<file path="config.mk">
export PLATFORM = sky130hd
export DESIGN_NAME = nor_cmd_fsm
export DESIGN_NICKNAME = d
export VERILOG_FILES = /design/src/rtl/nor_cmd_fsm.sv
export SDC_FILE = /design/constraint.sdc
export NUM_CORES = 1
export LEC_CHECK = 0
export BUFFER_PORTS_ARGS = -buffer_cell sky130_fd_sc_hd__buf_2
export CAP_MARGIN = 5
export CORE_ASPECT_RATIO = 0.6
export CORE_MARGIN = 4
export CORE_UTILIZATION = 51
export DETAILED_ROUTE_END_ITERATION = 12
export PLACE_DENSITY = 0.73
export SYNTH_ARGS = -nofsm -noshare
export SYNTH_HDL_FRONTEND = slang
export SYNTH_SLANG_ARGS = --single-unit
</file>
<file path="constraint.sdc">
create_clock -name clk -period 2.72 [get_ports clk]
set_input_delay 0.272 -clock clk [delete_from_list [all_inputs] [get_ports clk]]
set_output_delay 0.272 -clock clk [all_outputs]
set_load 0.1 [all_outputs]
</file>
<file path="src/rtl/nor_cmd_fsm.sv">
module nor_cmd_fsm #(
  parameter int BLK_BITS = 2,
  parameter int WRD_BITS = 2,
  parameter int OTP_BITS = 2,
  parameter int N_ERASE  = 16,
  parameter int N_PROG   = 6
) (
  input  logic                         clk,
  input  logic                         rst_n,
  input  logic                         cs,
  input  logic                         we,
  input  logic                         rd,
  input  logic [BLK_BITS+WRD_BITS-1:0] addr,
  input  logic [15:0]                  wdata,
  input  logic                         wp_n,
  output logic [15:0]                  rdata,
  output logic                         ready
);
  localparam int AW      = BLK_BITS + WRD_BITS;
  localparam int N_BLK   = 1 << BLK_BITS;
  localparam int N_WORDS = 1 << AW;
  localparam int N_OTP   = 1 << OTP_BITS;
  localparam int CMAX    = (N_ERASE > N_PROG) ? N_ERASE : N_PROG;
  localparam int CW      = $clog2(CMAX + 1);
  localparam logic [N_BLK-1:0] BOOT = ~({N_BLK{1'b1}} >> 2);

  typedef enum logic [1:0] {M_ARRAY, M_STATUS, M_OTP} mode_t;
  typedef enum logic [2:0] {C_IDLE, C_ERASE, C_CHIP, C_PROG, C_LOCK, C_OTP} cmd_t;
  typedef enum logic [2:0] {P_WORD, P_OTP, P_LSET, P_LCLR, P_OLOCK} pk_t;

  mode_t mode;
  cmd_t  cmd_st;
  pk_t   p_kind;
  logic [15:0] mem [N_WORDS];
  logic [15:0] otp [N_OTP];
  logic [N_BLK-1:0] lock;
  logic otp_lock;
  logic e_act, e_susp, e_chip;
  logic [BLK_BITS-1:0] e_blk;
  logic [CW-1:0] e_cnt, p_cnt;
  logic p_act, p_susp;
  logic [AW-1:0] p_addr;
  logic [15:0] p_data;
  logic err5, err4, err1;

  logic wr, e_run, p_run, busy, can_setup, can_prog;
  logic [7:0] cb;
  logic [BLK_BITS-1:0] a_blk;
  logic [N_BLK-1:0] prot_v;
  logic [7:0] sr;

  assign wr        = cs & we;
  assign cb        = wdata[7:0];
  assign a_blk     = addr[AW-1:WRD_BITS];
  assign prot_v    = lock | (wp_n ? '0 : BOOT);
  assign e_run     = e_act & ~e_susp;
  assign p_run     = p_act & ~p_susp;
  assign busy      = e_run | p_run;
  assign can_setup = ~busy & ~e_act & ~p_act;
  assign can_prog  = ~busy & ~p_act;
  assign sr        = {~busy, e_susp, err5, err4, 1'b0, p_susp, err1, 1'b0};
  assign ready     = ~busy;

  always_comb begin
    rdata = '0;
    if (cs && rd) begin
      case (mode)
        M_ARRAY:  rdata = mem[addr];
        M_STATUS: rdata = {8'h00, sr};
        default:  rdata = otp[addr[OTP_BITS-1:0]];
      endcase
    end
  end

  always_ff @(posedge clk or negedge rst_n) begin
    if (!rst_n) begin
      mode     <= M_ARRAY;
      cmd_st   <= C_IDLE;
      p_kind   <= P_WORD;
      lock     <= '0;
      otp_lock <= 1'b0;
      e_act    <= 1'b0;
      e_susp   <= 1'b0;
      e_chip   <= 1'b0;
      e_blk    <= '0;
      e_cnt    <= '0;
      p_act    <= 1'b0;
      p_susp   <= 1'b0;
      p_addr   <= '0;
      p_data   <= '0;
      p_cnt    <= '0;
      err5     <= 1'b0;
      err4     <= 1'b0;
      err1     <= 1'b0;
      for (int i = 0; i < N_WORDS; i++) mem[i] <= '1;
      for (int i = 0; i < N_OTP; i++) otp[i] <= '1;
    end else begin
      if (wr) begin
        if (cmd_st == C_IDLE) begin
          case (cb)
            8'hFF: if (!busy) mode <= M_ARRAY;
            8'h70: mode <= M_STATUS;
            8'h90: if (!busy) mode <= M_OTP;
            8'h50: if (!busy) begin err5 <= 1'b0; err4 <= 1'b0; err1 <= 1'b0; end
            8'h20: if (can_setup) begin cmd_st <= C_ERASE; mode <= M_STATUS; end
            8'h30: if (can_setup) begin cmd_st <= C_CHIP;  mode <= M_STATUS; end
            8'h60: if (can_setup) begin cmd_st <= C_LOCK;  mode <= M_STATUS; end
            8'hC0: if (can_setup) begin cmd_st <= C_OTP;   mode <= M_STATUS; end
            8'h40, 8'h10: if (can_prog) begin cmd_st <= C_PROG; mode <= M_STATUS; end
            8'hB0: begin
              if (p_run) begin
                p_susp <= 1'b1;
                mode   <= M_STATUS;
              end else if (e_run && !e_chip) begin
                e_susp <= 1'b1;
                mode   <= M_STATUS;
              end
            end
            8'hD0: begin
              if (!busy && p_susp) begin
                p_susp <= 1'b0;
                mode   <= M_STATUS;
              end else if (!busy && e_susp) begin
                e_susp <= 1'b0;
                mode   <= M_STATUS;
              end
            end
            default: ;
          endcase
        end else begin
          cmd_st <= C_IDLE;
          mode   <= M_STATUS;
          case (cmd_st)
            C_ERASE, C_CHIP: begin
              if (cb != 8'hD0) begin
                err5 <= 1'b1;
                err4 <= 1'b1;
              end else if (cmd_st == C_ERASE && prot_v[a_blk]) begin
                err5 <= 1'b1;
                err1 <= 1'b1;
              end else begin
                e_act  <= 1'b1;
                e_susp <= 1'b0;
                e_chip <= (cmd_st == C_CHIP);
                e_blk  <= a_blk;
                e_cnt  <= CW'(N_ERASE);
              end
            end
            C_PROG: begin
              if (e_act && a_blk == e_blk) begin
                err4 <= 1'b1;
              end else if (prot_v[a_blk]) begin
                err4 <= 1'b1;
                err1 <= 1'b1;
              end else begin
                p_act  <= 1'b1;
                p_susp <= 1'b0;
                p_kind <= P_WORD;
                p_addr <= addr;
                p_data <= wdata;
                p_cnt  <= CW'(N_PROG);
              end
            end
            C_OTP: begin
              if (otp_lock) begin
                err4 <= 1'b1;
                err1 <= 1'b1;
              end else begin
                p_act  <= 1'b1;
                p_susp <= 1'b0;
                p_kind <= P_OTP;
                p_addr <= addr;
                p_data <= wdata;
                p_cnt  <= CW'(N_PROG);
              end
            end
            C_LOCK: begin
              if (cb == 8'h01 || cb == 8'hD0 || cb == 8'hF1) begin
                p_act  <= 1'b1;
                p_susp <= 1'b0;
                p_kind <= (cb == 8'h01) ? P_LSET : (cb == 8'hD0) ? P_LCLR : P_OLOCK;
                p_addr <= addr;
                p_cnt  <= CW'(N_PROG);
              end else begin
                err5 <= 1'b1;
                err4 <= 1'b1;
              end
            end
            default: ;
          endcase
        end
      end

      if (e_run) begin
        if (e_cnt == CW'(1)) begin
          e_act <= 1'b0;
          for (int i = 0; i < N_WORDS; i++) begin
            if (e_chip ? !prot_v[BLK_BITS'(i >> WRD_BITS)] : (BLK_BITS'(i >> WRD_BITS) == e_blk))
              mem[i] <= '1;
          end
        end else begin
          e_cnt <= e_cnt - CW'(1);
        end
      end

      if (p_run) begin
        if (p_cnt == CW'(1)) begin
          p_act <= 1'b0;
          case (p_kind)
            P_WORD:  mem[p_addr] <= mem[p_addr] & p_data;
            P_OTP:   otp[p_addr[OTP_BITS-1:0]] <= otp[p_addr[OTP_BITS-1:0]] & p_data;
            P_LSET:  lock[p_addr[AW-1:WRD_BITS]] <= 1'b1;
            P_LCLR:  lock <= '0;
            default: otp_lock <= 1'b1;
          endcase
        end else begin
          p_cnt <= p_cnt - CW'(1);
        end
      end
    end
  end

  AST_ERASE_START: assert property (@(posedge clk) disable iff (!rst_n)
    (wr && cmd_st == C_ERASE && cb == 8'hD0 && !prot_v[a_blk]) |=> !ready);
  AST_CHIP_NO_SUSP: assert property (@(posedge clk) disable iff (!rst_n)
    (wr && cmd_st == C_IDLE && cb == 8'hB0 && e_run && e_chip) |=> !ready);
  AST_PROG_SUSPEND: assert property (@(posedge clk) disable iff (!rst_n)
    (wr && cmd_st == C_IDLE && cb == 8'hB0 && p_run) |=> (ready && sr[2]));
  AST_ONE_RUNNING: assert property (@(posedge clk) disable iff (!rst_n)
    !(e_run && p_run));
  AST_LOCK_REFUSE: assert property (@(posedge clk) disable iff (!rst_n)
    (wr && cmd_st == C_ERASE && cb == 8'hD0 && prot_v[a_blk]) |=> (ready && sr[1] && sr[5]));
  AST_SEQ_ERROR: assert property (@(posedge clk) disable iff (!rst_n)
    (wr && (cmd_st == C_ERASE || cmd_st == C_CHIP) && cb != 8'hD0) |=> (ready && sr[5] && sr[4] && mode == M_STATUS));
  AST_ERR_STICKY: assert property (@(posedge clk) disable iff (!rst_n)
    (err5 && !(wr && cmd_st == C_IDLE && cb == 8'h50 && !busy)) |=> err5);
  AST_ERR_CLEAR: assert property (@(posedge clk) disable iff (!rst_n)
    (wr && cmd_st == C_IDLE && cb == 8'h50 && !busy) |=> (sr[5:4] == 2'b00 && !sr[1]));
  AST_BUSY_IGNORE: assert property (@(posedge clk) disable iff (!rst_n)
    (busy && wr && cmd_st == C_IDLE && cb == 8'hFF) |=> $stable(mode));
endmodule

</file>
==> parameters.txt <==
Parameter                              Value

Placement
  Total instance count after detailed placement ... 2218
  Routability-driven placement congestion ratio ... 0.8982
  DP Wirelength ... 37490 µm
  Number of port buffers ... 42

Final layout
  Seq. cell area ... 9742 µm²
  Number of fill cells in the layout ... 3203
  Proportion of layout cells with a drive suffix above 1 ... 58.20%
  Area added between synthesis and finish ... 12.14%
  Final Non-Filler Cells ... 2290
  Final-stage net count ... 1724
  Area used by multi-input combinational logic ... 10850 µm²
  Commonest non-fill, non-tap cell in the layout ... dfstp_2
  Leading cell types in the layout, fill and taps excluded ... dfstp_2, nor3_1, mux4_2
  Diodes inserted ... 0

Clock network
  Maximum buffer depth of the clock tree ... 3
  Deepest level of the CTS H-tree ... 2
  Clock slew at reported path FFs ... 0.07 ns
  Total clock buffers created by CTS ... 35
  Source-to-sink clock delay at the later pin of the worst-skew pair ... 0.54 ns
  Buffer cell driving the clock tree root ... clkbuf_16
  Number of sinks handled by clock tree synthesis ... 373
  Clock tree from TritonCTS ... built

Timing
  Final number of hold-violating endpoints ... 0
  Endpoints failing setup ... 0
  Portion of the clock cycle consumed by the worst path in the final layout ... 98.41%
  RSZ-0062 raised after global routing ... no
  Final clock skew ... 0.01203 ns
  Relative slew margins ... 52.57%
  Min Clock Period, post-route ... 2.677 ns
  Worst Hold Slack ... 0.04727 ns
  Fin. max-slew vios ... 0
  Worst Tran Pin Value ... 0.7115 ns
  Top achievable clock speed ... 0.3736 GHz

Global route
  Vias in the first global route ... 15220
  Number of antenna violations at the first check in global routing ... 0
  Wire length of the first global-routing pass ... 91760 µm
  Pin count of the biggest net entering global routing ... 80
  Overall fraction of global-route tracks in use ... 25.57%
  Aggregate global routing overflow ... 0

Detailed routing
  Remaining DRCs ... 0
  Count of nets left with antenna violations after detail routing ... 0
  Vias after detailed routing ... 15170
  Average wire per cell in the routed design ... 25.24 µm
  Iter 0 DRT Violations ... 1677
  Routed wire length ... 57810 µm
  Number of detailed-routing iterations run before antenna repair ... 6
  Vias per std cell ... 6.624

Floorplanning
  Overall die area ... 45840 µm²
  Vertical die dimension ... 167.5 µm
  Horizontal extent of the die ... 273.8 µm
  Starting density of the core ... 51.61%
  Placeable core region ... 41870 µm²
  Number of primary I/O pins ... 43
  Count of standard-cell rows ... 58

Logic synthesis
  Top flip-flop cell by instance count after synthesis ... dfstp_2
  Mean area per synthesized cell ... 12.80 µm²
  Number of flops mapped to enable cells by yosys ... 0
  Async set or reset register ratio after synthesis ... 100.0%
  Flip-flop and latch count after synthesis ... 373
  Cells after Synth ... 1688
  Sequential area share after synthesis ... 45.04%
  Number of warnings issued by yosys ... 0
  Synthesized Nets ... 1718
  Number of unique standard cell types used by synthesis ... 76
  Netlist area before placement ... 21610 µm²

Pwr
  Power Dens Cells ... 507.9 nW/µm²
  IR drop worst, VDD ... 464.2 µV
  Total Power ... 12.31 mW
  Static Leak ... 8.838 nW

Worst setup path
  Arrival @ worst endpoint ... 2.40 ns
  Category of the critical setup timing path ... reg -> out
  Worst reg2reg setup slack ... 0.13 ns
  Required time of the critical path ... 2.45 ns
  Worst setup SP type ... flip-flop
  Type of destination of the critical path ... output pin
  Biggest fanout along the worst timing path ... 3

Job
  Number of max-cap violations ... 0

Min path
  Min-delay worst type ... in -> reg

Status
  Outcome ... complete, no violations
## sequential cells by signal (all words and copies together), names as in the netlist, 2 cells and up
| signal | flops |
|---|---|
| cmd_st | 3 |
| e_blk | 2 |
| e_cnt | 5 |
| lock | 4 |
| mem | 256 |
| mode | 2 |
| otp | 64 |
| p_addr | 4 |
| p_cnt | 5 |
| p_data | 16 |
| p_kind | 3 |
## area by class of cell
type | instances | area share, %
sequential | 373 | 40.20
inverter | 37 | 0.5731
timing repair buffer | 133 | 5.844
clock inverter | 14 | 1.255
multi-input combinational | 1114 | 44.77
clock buffer | 49 | 4.424
tap | 570 | 2.943
## synth_stat cells (5+ instances only)
cell / count / area (µm²)
dfstp_2: 320 / 8408
nor3_1: 226 / 1131
mux4_2: 192 / 4324
a21oi_2: 151 / 1323
mux2_2: 89 / 1002
a21oi_1: 86 / 430.4
o21ai_0: 72 / 360.4
clkbuf_1: 67 / 251.5
dfrtp_1: 53 / 1326
buf_2: 51 / 255.2
o21ai_1: 43 / 215.2
inv_1: 35 / 131.4
nand2_1: 35 / 131.4
buf_4: 22 / 165.2
nor2_1: 22 / 82.58
and2_1: 18 / 112.6
nand2b_1: 18 / 112.6
buf_12: 17 / 340.3
nand2_4: 15 / 168.9
o22ai_1: 11 / 68.82
nor2b_1: 10 / 62.56
nor4_4: 9 / 191.4
a31oi_1: 7 / 43.79
or3_1: 7 / 43.79
a211oi_1: 6 / 45.04
xnor2_1: 6 / 52.55
nor4_1: 5 / 31.28
## routing by layer
| metal | share of wire (%) | wire length (µm) | global-route usage [%] | up-vias |
|---|---|---|---|---|
| li1 | - | - | - | 6461 |
| met2 | 44 | 25330 | 36.80 | 737 |
| met3 | 9.8 | 5658 | 6.818 | 118 |
| met1 | 44 | 25170 | 38.26 | 7854 |
| met5 | 0 | 0 | 0 | - |
| met4 | 2.9 | 1659 | 7.753 | 0 |
## per-stage QoR
| stage | worst slack (ns) | TNS [ns] | util [%] | instance area, µm² |
|---|---|---|---|---|
| finish | 0.04317 | 0 | 57.88 | 24240 |
| detailed placement | 0.1013 | 0 | 54.27 | 22730 |
| global route | 0.0005003 | 0 | 57.88 | 24240 |
| CTS | 0.007836 | 0 | 57.82 | 24210 |
| floorplan | -0.6103 | -0.6103 | - | 21750 |
| global placement | 0.1450 | 0 | 54.27 | 22730 |
## where the power goes
group / leakage [nW] / internal, mW / switching, mW
combinational: 4.20 / 0.272 / 0.462
clock: 0.669 / 3.62 / 2.29
sequential: 3.97 / 5.61 / 0.0591
total: 8.84 / 9.50 / 2.81
## worst paths after layout
| path | from | end | cells past startpoint |
|---|---|---|---|
| max | mem[201] | rdata[9] | 5 |
| min | wdata[2] | p_data[2] | 2 |
| max reg2reg | p_addr[1] | mem[223] | 4 |
| min reg2reg | err4 | err4 | 1 |
| max in group asynchronous | rst_n | mem[152] | 3 |
| min in group asynchronous | rst_n | p_data[7] | 2 |
## timing repair
action / 4_1_cts / 5_1_grt
endpoints found under the setup margin: 7 / 9
hold buffers: 9 / 0
pin swaps: 0 / 0
buffers inserted: 0 / 0
hold endpoints to repair: 15 / 0
gates resized for setup: 7 / 12
## critical path: stages (launching register included)
cell and delay, ns:
dfstp_2 0.37, mux4_2 0.49, mux4_2 0.47, inv_1 0.15, o22ai_2 0.10, buf_4 0.27
## cells by family after synthesis
kind of cell	after synthesis	share of synthesized area, %
adder cells (fa/ha/maj)	4	0.2316
multiplexers	286	24.90
XOR/XNOR	7	0.2837
AND/OR/NAND/NOR	407	11.15
flip-flops	373	45.04
AO/OA/AOI/OAI	410	12.81
buffers and inverters	201	5.587
No activity file was read; power rests on OpenSTA's default activity.
